File: config.mk
export PLATFORM = sky130hd
export DESIGN_NAME = cmdRespUnit
export DESIGN_NICKNAME = d
export VERILOG_FILES = /design/src/rtl/cmdRespPkg.sv /design/src/rtl/cmdRespCtrl.sv /design/src/rtl/cmdRespData.sv /design/src/rtl/cmdRespUnit.sv
export SDC_FILE = /design/constraint.sdc
export NUM_CORES = 1
export LEC_CHECK = 0
export BUFFER_PORTS_ARGS = -buffer_cell sky130_fd_sc_hd__buf_2
export CAP_MARGIN = 15
export CORE_MARGIN = 10
export CORE_UTILIZATION = 40
export DETAILED_ROUTE_END_ITERATION = 8
export PLACE_DENSITY = 0.63
export SETUP_SLACK_MARGIN = 0.3
export SLEW_MARGIN = 20
export SYNTH_ARGS = -nofsm -noshare
export SYNTH_HDL_FRONTEND = slang
export SYNTH_SLANG_ARGS = --single-unit
File: constraint.sdc
create_clock -name clk -period 2.5 [get_ports clk]
set_input_delay 0 -clock clk [delete_from_list [all_inputs] [get_ports clk]]
set_output_delay 0 -clock clk [all_outputs]
set_load 0.005 [all_outputs]
File: src/rtl/cmdRespPkg.sv
`timescale 1ns/1ps
package cmdRespPkg;
  localparam int RESP_WORDS = 9;
  localparam int RESP_W     = 16;
  localparam int CARD_BYTES = 2 * (RESP_WORDS - 1);
  localparam int LEN_W      = $clog2(CARD_BYTES + 1);
  localparam int PTR_W      = $clog2(RESP_WORDS + 1);
  localparam int CMD_W      = 6;
  localparam int CFG_W      = 14;
  localparam int WR_W       = 16;
  localparam int ARG_W      = 2 * WR_W;
  localparam int STAT_W     = 14;
  localparam logic [CFG_W-1:0] CFG_MASK = 14'h3dff;

  localparam int CFG_DATA_EN = 2;
  localparam int CFG_STOP    = 10;
  localparam int ST_TOUT     = 1;
  localparam int ST_CLKON    = 8;
  localparam int ST_RESP     = 13;

  typedef enum logic [2:0] {
    SEL_CMD   = 3'd0,
    SEL_ARGHI = 3'd1,
    SEL_ARGLO = 3'd2,
    SEL_CFG   = 3'd3,
    SEL_CLOCK = 3'd4
  } wrSel_e;

  typedef struct packed {
    logic load;   // capture packed response, restart pointer
    logic clear;  // zero response store, restart pointer
    logic pop;    // advance read pointer
  } respStrobe_t;

  function automatic logic [LEN_W-1:0] minRespLen(input logic [1:0] respType);
    case (respType)
      2'd0:    minRespLen = '0;
      2'd2:    minRespLen = LEN_W'(CARD_BYTES);
      default: minRespLen = LEN_W'(4);
    endcase
  endfunction
endpackage

File: src/rtl/cmdRespCtrl.sv
`timescale 1ns/1ps
module cmdRespCtrl
  import cmdRespPkg::*;
(
  input  logic               clk,
  input  logic               rstN,
  input  logic               wrEn,
  input  logic [2:0]         wrSel,
  input  logic [WR_W-1:0]    wrData,
  input  logic               respRd,
  input  logic [LEN_W-1:0]   cardRespLen,
  output logic [CMD_W:0]     cmdReadBack,
  output logic [ARG_W-1:0]   argOut,
  output logic [CFG_W-1:0]   cfgOut,
  output logic [STAT_W-1:0]  statusOut,
  output logic               cmdIssue,
  output logic               endCmdEvt,
  output logic               dataStart,
  output logic               xferAbort,
  output respStrobe_t        strb
);
  logic [CMD_W-1:0] cmdQ;
  logic [ARG_W-1:0] argQ;
  logic [CFG_W-1:0] cfgQ;
  logic clkOnQ, pendQ, toutQ, respQ;

  logic wrCmd, wrHi, wrLo, wrCfg, wrClk, clkStart, clkStop, shortResp;
  logic [CFG_W-1:0] effCfg;

  always_comb begin
    wrCmd    = wrEn && (wrSel == SEL_CMD);
    wrHi     = wrEn && (wrSel == SEL_ARGHI);
    wrLo     = wrEn && (wrSel == SEL_ARGLO);
    wrCfg    = wrEn && (wrSel == SEL_CFG);
    wrClk    = wrEn && (wrSel == SEL_CLOCK);
    clkStop  = wrClk && wrData[0];
    clkStart = wrClk && wrData[1] && !wrData[0];
    // a config write decides with its own new value
    effCfg   = wrCfg ? (wrData[CFG_W-1:0] & CFG_MASK) : cfgQ;
    cmdIssue = (wrCfg && !wrData[CFG_STOP] && clkOnQ) ||
               (clkStart && pendQ && !cfgQ[CFG_STOP]);
    shortResp = cardRespLen < minRespLen(effCfg[1:0]);
    strb.load  = cmdIssue && !shortResp;
    strb.clear = cmdIssue && shortResp;
    strb.pop   = respRd && !cmdIssue;
  end

  always_ff @(posedge clk or negedge rstN) begin
    if (!rstN) begin
      cmdQ      <= '0;
      argQ      <= '0;
      cfgQ      <= '0;
      clkOnQ    <= 1'b0;
      pendQ     <= 1'b0;
      toutQ     <= 1'b0;
      respQ     <= 1'b0;
      endCmdEvt <= 1'b0;
      dataStart <= 1'b0;
      xferAbort <= 1'b0;
    end else begin
      if (wrCmd) cmdQ <= wrData[CMD_W-1:0];
      if (wrHi)  argQ <= {wrData, argQ[WR_W-1:0]};
      if (wrLo)  argQ <= {argQ[ARG_W-1:WR_W], wrData};
      if (wrCfg) cfgQ <= effCfg;
      if (clkStop)       clkOnQ <= 1'b0;
      else if (clkStart) clkOnQ <= 1'b1;
      if (cmdIssue)   pendQ <= 1'b0;
      else if (wrCfg) pendQ <= 1'b1;
      if (cmdIssue) begin
        toutQ <= shortResp;
        respQ <= !shortResp;
      end
      endCmdEvt <= cmdIssue;
      dataStart <= cmdIssue && !shortResp && effCfg[CFG_DATA_EN];
      xferAbort <= wrCfg || clkStop;
    end
  end

  always_comb begin
    statusOut           = '0;
    statusOut[ST_TOUT]  = toutQ;
    statusOut[ST_CLKON] = clkOnQ;
    statusOut[ST_RESP]  = respQ;
  end

  assign cmdReadBack = {1'b1, cmdQ};
  assign argOut      = argQ;
  assign cfgOut      = cfgQ;
endmodule

File: src/rtl/cmdRespData.sv
`timescale 1ns/1ps
module cmdRespData
  import cmdRespPkg::*;
(
  input  logic                    clk,
  input  logic                    rstN,
  input  respStrobe_t             strb,
  input  logic [LEN_W-1:0]        respLen,
  input  logic [CARD_BYTES*8-1:0] respData,
  output logic [RESP_W-1:0]       respWord
);
  logic [RESP_WORDS-1:0][RESP_W-1:0] packedW;
  logic [RESP_WORDS-1:0][RESP_W-1:0] wordQ;
  logic [PTR_W-1:0]                  ptrQ;

  for (genvar k = 0; k < RESP_WORDS; k++) begin : g_word
    localparam int LO = 2 * k;
    localparam int HI = 2 * k - 1;
    logic [7:0] loByte, hiByte;
    if (LO < CARD_BYTES) begin : g_lo
      assign loByte = (int'(respLen) > LO) ? respData[8*LO +: 8] : 8'h00;
    end else begin : g_lo0
      assign loByte = 8'h00;
    end
    if (k > 0 && HI < CARD_BYTES) begin : g_hi
      assign hiByte = (int'(respLen) > HI) ? respData[8*HI +: 8] : 8'h00;
    end else begin : g_hi0
      assign hiByte = 8'h00;
    end
    assign packedW[k] = {hiByte, loByte};
  end

  always_ff @(posedge clk or negedge rstN) begin
    if (!rstN) begin
      wordQ <= '0;
      ptrQ  <= '0;
    end else if (strb.load) begin
      wordQ <= packedW;
      ptrQ  <= '0;
    end else if (strb.clear) begin
      wordQ <= '0;
      ptrQ  <= '0;
    end else if (strb.pop && (ptrQ < PTR_W'(RESP_WORDS))) begin
      ptrQ <= ptrQ + PTR_W'(1);
    end
  end

  assign respWord = (ptrQ < PTR_W'(RESP_WORDS)) ? wordQ[ptrQ] : '0;
endmodule

File: src/rtl/cmdRespUnit.sv
`timescale 1ns/1ps
module cmdRespUnit
  import cmdRespPkg::*;
(
  input  logic                    clk,
  input  logic                    rstN,
  input  logic                    wrEn,
  input  logic [2:0]              wrSel,
  input  logic [WR_W-1:0]         wrData,
  input  logic                    respRd,
  input  logic [LEN_W-1:0]        cardRespLen,
  input  logic [CARD_BYTES*8-1:0] cardRespData,
  output logic [CMD_W:0]          cmdReadBack,
  output logic [ARG_W-1:0]        argOut,
  output logic [CFG_W-1:0]        cfgOut,
  output logic [STAT_W-1:0]       statusOut,
  output logic                    cmdIssue,
  output logic [RESP_W-1:0]       respWord,
  output logic                    endCmdEvt,
  output logic                    dataStart,
  output logic                    xferAbort
);
  respStrobe_t strb;

  cmdRespCtrl u_ctrl (
    .clk(clk), .rstN(rstN), .wrEn(wrEn), .wrSel(wrSel), .wrData(wrData),
    .respRd(respRd), .cardRespLen(cardRespLen),
    .cmdReadBack(cmdReadBack), .argOut(argOut), .cfgOut(cfgOut),
    .statusOut(statusOut), .cmdIssue(cmdIssue), .endCmdEvt(endCmdEvt),
    .dataStart(dataStart), .xferAbort(xferAbort), .strb(strb)
  );

  cmdRespData u_data (
    .clk(clk), .rstN(rstN), .strb(strb), .respLen(cardRespLen),
    .respData(cardRespData), .respWord(respWord)
  );
endmodule

Word-level counts from Yosys, hierarchy flattened
Cells that the tools add are included.

Flip-flop bits (word level): 206. Output and inout port bits: 87. Input bits: 156. Logic and storage cells: 109.

$lt $le $gt $ge: 19. Eq/ne operators: 5. Mux-type cells: 31. Reduce and logical (&&, ||, !) cells: 31. Add/sub/neg operators: 1. Bitwise logic cells: 1.

Operator list (count): $mux W144 (2); $mux W8 (16); $bmux W16 S4 (1); $mux W16 (3); $gt A5 B4 Y1 const B (8); $gt A5 B3 Y1 const B (4); $logic_and A1 B1 Y1 (17); $mux W4 (3); $gt A5 B1 Y1 const B (2); $gt A5 B2 Y1 const B (2); $pmux W5 S2 (1); $eq A3 B2 Y1 const B (2); $reduce_bool A2 Y1 (3); $logic_not A1 Y1 (5); $lt A4 B5 Y1 const B (1); $lt A5 B5 Y1 (1); $add A4 B1 Y4 const B (1); $lt A4 B4 Y1 const B (1); $mux W1 (4); $eq A3 B1 Y1 const B (1); $eq A3 B3 Y1 const B (1); $logic_not A3 Y1 (1); $mux W3 (1); $reduce_bool A3 Y1 (1); 5 further kinds (6).

Depth between registers and ports, before layout
Gate-level depths: netlist of run 1.

Word-level depth: 13. Mapped depth: 13.

Modules after synthesis
A second synthesis of run 1 with hierarchy kept.

Cell total of the unflattened synthesis: 601. Area, all modules: 8478.1 µm².

By module, submodules not included: cmdRespData (seq. area each 3303.2 µm², cells an instance 440, times used 1, area each 6022.0 µm²); cmdRespCtrl (seq. area each 1451.4 µm², cells an instance 161, times used 1, area each 2456.1 µm²).

Least setup slack after synthesis of run 1
No wires, ideal clock.

Kind: input to register. Start: input port wrSel[0]. End: register u_data.wordQ[104] (netlist name). Path buffers: 4. Library setup time: 123 ps. Data arrival time: 1888 ps. Setup slack: 489 ps. Stages on the path: 13. Required time: 2377 ps. Cell sequence: buf_2 > and4b_1 > buf_6 > nand2_1 > nand2_1 > nand3_1 > ha_1 > nor4b_1 > mux2i_2 > o21ai_2 > buf_6 > buf_6 > o21ai_1.

Longest elaborated chain between the ends: 9.

Ends and longest elaborated chain: start, declared (line cmdRespUnit.sv:8) `input logic [2:0] wrSel,`; $eq A3 B2 Y1 / $eq A3 B3 Y1 (equally long branches) (line cmdRespCtrl.sv:34, cmdRespCtrl.sv:35); $logic_and A1 B1 Y1 (on tied branches) (line cmdRespCtrl.sv:34, cmdRespCtrl.sv:35); $mux W3 / $logic_and A1 B1 Y1 (equally long branches) (line cmdRespCtrl.sv:39, cmdRespCtrl.sv:37); $eq A2 B2 Y1, or another cell as far along (line cmdRespPkg.sv:36) `case (respType)`; $pmux W5 S2 / $logic_and A1 B1 Y1 (equally long branches) (line cmdRespPkg.sv:36, cmdRespCtrl.sv:41); $lt A5 B5 Y1 / $logic_and A1 B1 Y1 (equally long branches) (line cmdRespCtrl.sv:42, cmdRespCtrl.sv:41); $logic_not A1 Y1 / $logic_or A1 B1 Y1 (equally long branches) (line cmdRespCtrl.sv:43, cmdRespCtrl.sv:40); $logic_and A1 B1 Y1 (on tied branches) (line cmdRespCtrl.sv:43, cmdRespCtrl.sv:44); $mux W144 / $reduce_bool A2 Y1 (equally long branches); end signal, assigned (line cmdRespData.sv:38) `wordQ <= packedW;`; end, declared (line cmdRespData.sv:13) `logic [RESP_WORDS-1:0][RESP_W-1:0] wordQ;`.

Parallel ways exist; a longest one is shown, timed or not. A chain may end at the register's enable or synchronous reset.

Final worst setup path of run 1
Start: register u_data.ptrQ[1]. End: output port respWord[8].

Longest elaborated chain between the ends: 3.

Ends and longest elaborated chain: start, declared (line cmdRespData.sv:14) `logic [PTR_W-1:0] ptrQ;`; start signal, assigned (line cmdRespData.sv:44) `ptrQ <= ptrQ + PTR_W'(1);`; $bmux W16 S4 (line cmdRespData.sv:48) `assign respWord = (ptrQ < PTR_W'(RESP_WORDS)) ? wordQ[ptrQ] : '0;`; $mux W16 (not written as such) (line cmdRespData.sv:48); $mux W16 * (line cmdRespData.sv:48); end, declared (line cmdRespUnit.sv:18) `output logic [RESP_W-1:0] respWord,`.

Mark *: on every way between the ends. The rest lies on a longest branch, timed or not. The select of a mux whose other input is x is not followed.

==> impl_metrics.csv, run 1 <==
group,metric,value,unit
global_routing,grt_use_total,20.6,%
global_routing,antenna_found_initial,3,
setup_path,end_kind,"output port",
synth,netlist-cell-type-count,48,
sta,setup_violations,0,
min_path,hold_path_class,"primary input to flop",
synth,synthTopCellsByArea,"dfrtp_1 (52%), nand2_1 (8.9%), nand3_1 (6.3%)",
setup_path,slowest_stage,"dfrtp_4",
synth,synth_area_leader_cell,"dfrtp_1",
setup_path,r2r_start,"u_ctrl.cfgOut[1]",
layout,final_common_cell,"buf_2",
die,dieWidth,171,um
setup_path,critPathRequiredTime,2.50,ns
cts,numCtsBuffers,17,
synth,ys_warn_count,0,
die,rows,55,
die,core_area,0.0224,mm^2
sta,min_period,2.21,ns
run,max_cap_viol_count,0,
cts,cts_buffer_depth,2,
detailed_routing,drc_errors,0,
setup_path,crit_path_cell_trace,"buf_6, mux4_2, o21ai_0, o21ai_0, buf_2",
cts,insertion_delay,0.44,ns
synth,syn_avg_cell_area,10.0,um^2
sta,fmax,0.453,GHz
layout,area_delta_synth_final,40.5,%
setup_path,rr_worst_depth,10,
sta,hold_ws,0.0457,ns
setup_path,critPathCapture,"respWord[8]",
cts,cts_root_buffer,"clkbuf_16",
synth,synthCells,902,
layout,most-common-layout-cells,"buf_2 (228), nand2_1 (215), dfrtp_1 (188), dlygate4sd3_1 (151), nand3_1 (114)",
synth,async_flop_share,100,%
place,place.gp.congestion,0.836,
synth,netlist_area,0.00906,mm^2
place,hpwl,20800,um
synth,ys_ff_latch,190,
sta,grt_setup_unrepaired,"true",
pwr,p_total,10.3,mW
pwr,ir_drop,0.000426,V
place,portBuffers,229,
detailed_routing,ant_nets,0,
die,initial_utilization,40.4,%
setup_path,path_max_fanout,17,
setup_path,slowest_delay,0.50,ns
layout,fin_util,56.7,%
setup_path,crit_start,"u_data.ptrQ[1]",
global_routing,grt_pass1_vias,8317,
die,io_pins,243,
synth,ys.flop_type,"dfrtp_1",
pwr,power_density,808,mW/mm^2
detailed_routing,dr.pass1.iters,5,
global_routing,grt_remaining_overflow,0,
layout,drive_above_1_share,31.6,%
place,dp.cells,1367,
cts,cts_tree,"yes",
die,die-area,0.0291,mm^2
detailed_routing,via_per_inst,5.19,
layout,finalNonFillerCells,1564,
synth,post-synth-top-area-fraction,52.5,%
synth,ys_seq_area_share,52.5,%
setup_path,worst_path_most_repeated_cell,"o21ai_0",
synth,synth_edf_count,0,
cts,h-tree-depth,4,
setup_path,r2r_slack,0.42,ns
sta,fin_crit_sh,88.3,%
sta,skew,0.00771,ns
setup_path,cp.arrival,2.21,ns
sta,relSlewSlack,48.7,%
cts,path_clk_slew,0.07,ns
pwr,power_leakage,5.81,nW
setup_path,crit_type,"flop to output port",
detailed_routing,drtIter0Drc,655,
die,die_h,171,um
detailed_routing,vias,8118,
global_routing,grt_pass1_wl,47100,um
sta,worstMarginPinSlew,0.767,ns
sta,slew_violations,0,
setup_path,r2r_end,"u_data.wordQ[55]",
layout,final_nets,1422,
cts,clock-sinks,190,
detailed_routing,routed_wl,30400,um
outcome,outcome,"complete, no violations",
detailed_routing,wl_per_cell,19.4,um
setup_path,cp-start-kind,"flop",
global_routing,grt_max_degree,84,
sta,final_hold_viol_count,0,
sta,fin_setup_tns,0,ns
layout,n_fill_cell,1961,
==> synth_stat cells, types with 3 or more instances <==
master / count
mux4_2: 24
nand3_1: 114
dfrtp_1: 190
nand2_1: 215
o21ai_1: 34
clkbuf_1: 28
a21o_1: 3
o21ai_0: 97
a21oi_1: 12
inv_1: 4
buf_2: 22
ha_1: 3
a221oi_1: 7
buf_4: 21
buf_6: 8
nand2b_1: 3
nor2_1: 8
buf_1: 8
mux2_2: 46
o21ai_2: 17
==> area by class of cell <==
type	instances	area [um^2]	share of cell area, %
flip-flops and latches	190	4760	37.4
multi-input cells	631	3880	30.5
repair buffers	418	3090	24.3
clock buffers	18	439	3.45
well taps	285	357	2.80
clock inverters	14	173	1.36
inverters	5	21.3	0.167
diodes	3	7.51	0.0590
==> how the worst min path moves through the flow <==
| stage | slack (ns) | cells after the start | endpoint | start |
|---|---|---|---|---|
| finish | 0.05 | 3 | u_ctrl.argOut[31] | wrSel[1] |
| global route | 0.07 | 3 | u_ctrl.argOut[31] | wrSel[1] |
| CTS | 0.03 | 3 | u_ctrl.argOut[31] | wrSel[1] |
| detailed placement | 0.10 | 1 | u_ctrl.argOut[23] | rstN |
| global placement | 0.10 | 1 | u_ctrl.argOut[22] | rstN |
| floorplan | -0.30 | 0 | u_ctrl.argOut[0] | rstN |
==> registers in the layout (all words and copies together), names as in the netlist <==
| signal | count |
|---|---|
| u_data.wordQ | 128 |
| u_ctrl.argOut | 32 |
| u_ctrl.cfgOut | 13 |
| u_ctrl.cmdQ | 6 |
| u_data.ptrQ | 4 |
| u_ctrl.clkOnQ | 1 |
| u_ctrl.dataStart | 1 |
| u_ctrl.endCmdEvt | 1 |
| u_ctrl.pendQ | 1 |
| u_ctrl.respQ | 1 |
| u_ctrl.toutQ | 1 |
| u_ctrl.xferAbort | 1 |
==> kinds of logic (layout without fill, tap and decap cells) <==
| family | count (synthesis) | in the layout | synth area share [%] |
|---|---|---|---|
| simple gates | 363 | 363 | 17.9 |
| flops | 190 | 190 | 52.5 |
| compound gates | 178 | 178 | 11.4 |
| buf+inv | 92 | 455 | 5.65 |
| mux | 73 | 73 | 12.1 |
| fa+ha+maj | 3 | 3 | 0.414 |
| other cells | 2 | 16 | 0.0829 |
| xor+xnor | 1 | 1 | 0.0967 |
==> metrics by stage <==
stage	cell area, um^2	setup WS, ns
2_1_floorplan	9100	0.489
3_3_place_gp	10400	0.162
3_5_place_dp	10400	0.0900
4_1_cts	12600	0.282
5_1_grt	12700	0.246
6_report	12700	0.292
==> routing by layer <==
metal / up-vias / wire length [um] / global-route usage, %
li1: 3845 / - / -
met4: 0 / 816 / 7.25
met5: - / 0 / 0
met3: 41 / 1490 / 4.10
met2: 246 / 14900 / 33.2
met1: 3986 / 13200 / 27.1
==> worst max-delay path: cells and delay by family (launching register included) <==
family	cells	cell delay, ns
buffers and inverters	2	0.43
multiplexers	1	0.36
flip-flops	1	0.50
AO/OA/AOI/OAI	2	0.47
==> report_power, final <==
group	leakage, nW	switching (mW)	total [mW]	internal, mW
logic	3.04	1.62	3.19	1.56
registers	2.48	0.469	4.26	3.79
clock network	0.299	1.29	2.83	1.54
total	5.81	3.38	10.3	6.90
==> what timing repair did <==
item                                   CTS  global route
hold buffers                           151             0
resized for setup                        5             8
endpoints found under the hold margin  262             0
gates cloned                             0             1
setup endpoints to repair               28           107
setup buffers                            2             8
(Power assumes the default switching activity.)
==> run 2, diff against run 1 <==
CORE_UTILIZATION = 53   (was 40)
PLACE_DENSITY = 0.8   (was 0.63)
==> impl_metrics.csv, run 2 (synthesis gave the netlist of run 1 again) <==
group,metric,value,unit
outcome,outcome,"complete, no violations",
layout,final_nets,1411,
die,io_pins,243,
min_path,min_path_cells,4,
cts,path_clk_slew,0.06,ns
die,rows,47,
setup_path,cp_top_family,"buffers and inverters",
run,max_cap_viol_count,0,
sta,fin_ws,0.358,ns
setup_path,critPathRequiredTime,2.50,ns
global_routing,grt_pass1_wl,48300,um
global_routing,grt_use_total,27.2,%
layout,fin_area,0.0126,mm^2
detailed_routing,wl_per_cell,21.2,um
detailed_routing,drc_errors,0,
die,dieWidth,151,um
layout,drive_above_1_share,30.7,%
sta,final_hold_viol_count,0,
sta,fin_crit_sh,85.7,%
detailed_routing,routed_wl,31600,um
pwr,ir_drop,0.000544,V
detailed_routing,dr.pass1.iters,6,
layout,final_common_cell,"buf_2",
setup_path,cp.arrival,2.14,ns
pwr,power_density,822,mW/mm^2
layout,largest_reg_flops,128,
die,die-area,0.0227,mm^2
setup_path,r2r_end,"u_data.wordQ[32]",
setup_path,r2r_start,"u_ctrl.cfgOut[1]",
setup_path,slowest_delay,0.40,ns
setup_path,rr_worst_depth,9,
sta,min_period,2.14,ns
detailed_routing,vias,8521,
place,placed_area,0.0103,mm^2
min_path,whs_endpoint,"u_ctrl.cfgOut[1]",
setup_path,worst_path_most_repeated_cell,"o21ai_0",
sta,fmax,0.467,GHz
global_routing,grt_remaining_overflow,0,
cts,clock-sinks,190,
cts,cts_root_buffer,"clkbuf_16",
layout,regMostFlops,"u_data.wordQ",
min_path,hold_path_class,"primary input to flop",
setup_path,end_kind,"output port",
place,portBuffers,229,
sta,fin_setup_tns,0,ns
die,core_area,0.0167,mm^2
place,place.gp.congestion,0.874,
setup_path,crit_buf_inv,2,
sta,skew,0.0100,ns
setup_path,path_max_fanout,21,
setup_path,slowest_stage,"dfrtp_1",
sta,grt_setup_unrepaired,"true",
layout,n_fill_cell,1085,
place,hpwl,19200,um
cts,cts_tree,"yes",
sta,slew_violations,0,
global_routing,grt_max_degree,133,
setup_path,cp-start-kind,"flop",
setup_path,crit_type,"flop to output port",
sta,worstMarginPinSlew,0.745,ns
cts,insertion_delay,0.43,ns
pwr,power_leakage,5.77,nW
global_routing,antenna_found_initial,2,
die,initial_utilization,54.3,%
sta,relSlewSlack,50.3,%
cts,h-tree-depth,4,
detailed_routing,via_per_inst,5.73,
cts,numCtsBuffers,17,
setup_path,r2r_slack,0.38,ns
sta,setup_violations,0,
die,die_h,151,um
detailed_routing,ant_nets,0,
min_path,hold_path_startpoint,"wrEn",
setup_path,crit_cells,5,
layout,fin_util,75.4,%
global_routing,grt_pass1_vias,8842,
layout,most-common-layout-cells,"buf_2 (228), nand2_1 (215), dfrtp_1 (189), dlygate4sd3_1 (151), nand3_1 (114)",
place,pre_cts_ws,0.189,ns
cts,cts_buffer_depth,2,
setup_path,crit_path_cell_trace,"buf_4, mux4_2, o21ai_0, o21ai_0, buf_2",
detailed_routing,drtIter0Drc,832,
layout,area_delta_synth_final,39.0,%
-- run 2: cell count changes in the layout (fill, tap and decap cells not counted), sizes merged --
cell      before  now
buf          265  252
bufbuf         0    1
clkinv         4    3
bufinv         2    3
inv           12    5
clkinvlp       1    4
clkbuf        20   25
-- run 2: area by class of cell --
| type | instances | area [um^2] | area share (%) |
|---|---|---|---|
| tap | 220 | 275 | 2.18 |
| timing repair buffer | 407 | 3050 | 24.2 |
| sequential | 190 | 4760 | 37.7 |
| clock buffer | 22 | 454 | 3.61 |
| antenna | 3 | 7.51 | 0.0596 |
| inverter | 5 | 21.3 | 0.169 |
| clock inverter | 10 | 139 | 1.10 |
| multi-input combinational | 631 | 3900 | 30.9 |
-- run 2: stage by stage --
step                      hold slack (ns)  total power, mW  instances
after detailed placement            0.105             7.07       1294
after global placement             0.0983             6.94       1294
after floorplan                    -0.296             5.99        913
final                              0.0402             10.4       1488
after global routing               0.0880             10.8       1486
after CTS                          0.0416             10.2       1481
-- run 2: timing repair --
action	in CTS	in global routing
resized for setup	1	9
hold buffers	151	0
cloned	1	2
pin swaps	0	1
endpoints found under the hold margin	264	0
buffers inserted	3	2
endpoints found under the setup margin	9	86
-- run 2: tightest hold or removal path, stage by stage --
cell and delay, ns:
buf_2 0.13, nand4b_1 0.15, nand2_1 0.07, nand2_1 0.08
-- run 2: worst max-delay path by stage --
stage / start / endpoint / slack [ns]
global route: u_ctrl.cfgOut[1] / u_data.wordQ[91] / 0.25
global placement: u_data.ptrQ[3] / respWord[14] / 0.27
finish: u_data.ptrQ[1] / respWord[12] / 0.36
detailed placement: wrSel[2] / u_data.wordQ[47] / 0.19
CTS: u_data.ptrQ[1] / respWord[9] / 0.30
floorplan: wrSel[0] / u_data.wordQ[104] / 0.49
-- run 2: routing by layer --
metal	GRT usage, %	up-vias	part of all wire [%]
met5	0	-	0
met4	13.8	0	4.5
met3	6.36	98	8.0
met2	45.5	493	51
met1	32.2	4105	37
li1	-	3825	-
-- run 2: power breakdown --
group | internal (mW) | switching [mW] | leakage, nW
clock network | 1.60 | 1.19 | 0.276
registers | 3.79 | 0.438 | 2.48
logic | 1.59 | 1.75 | 3.01
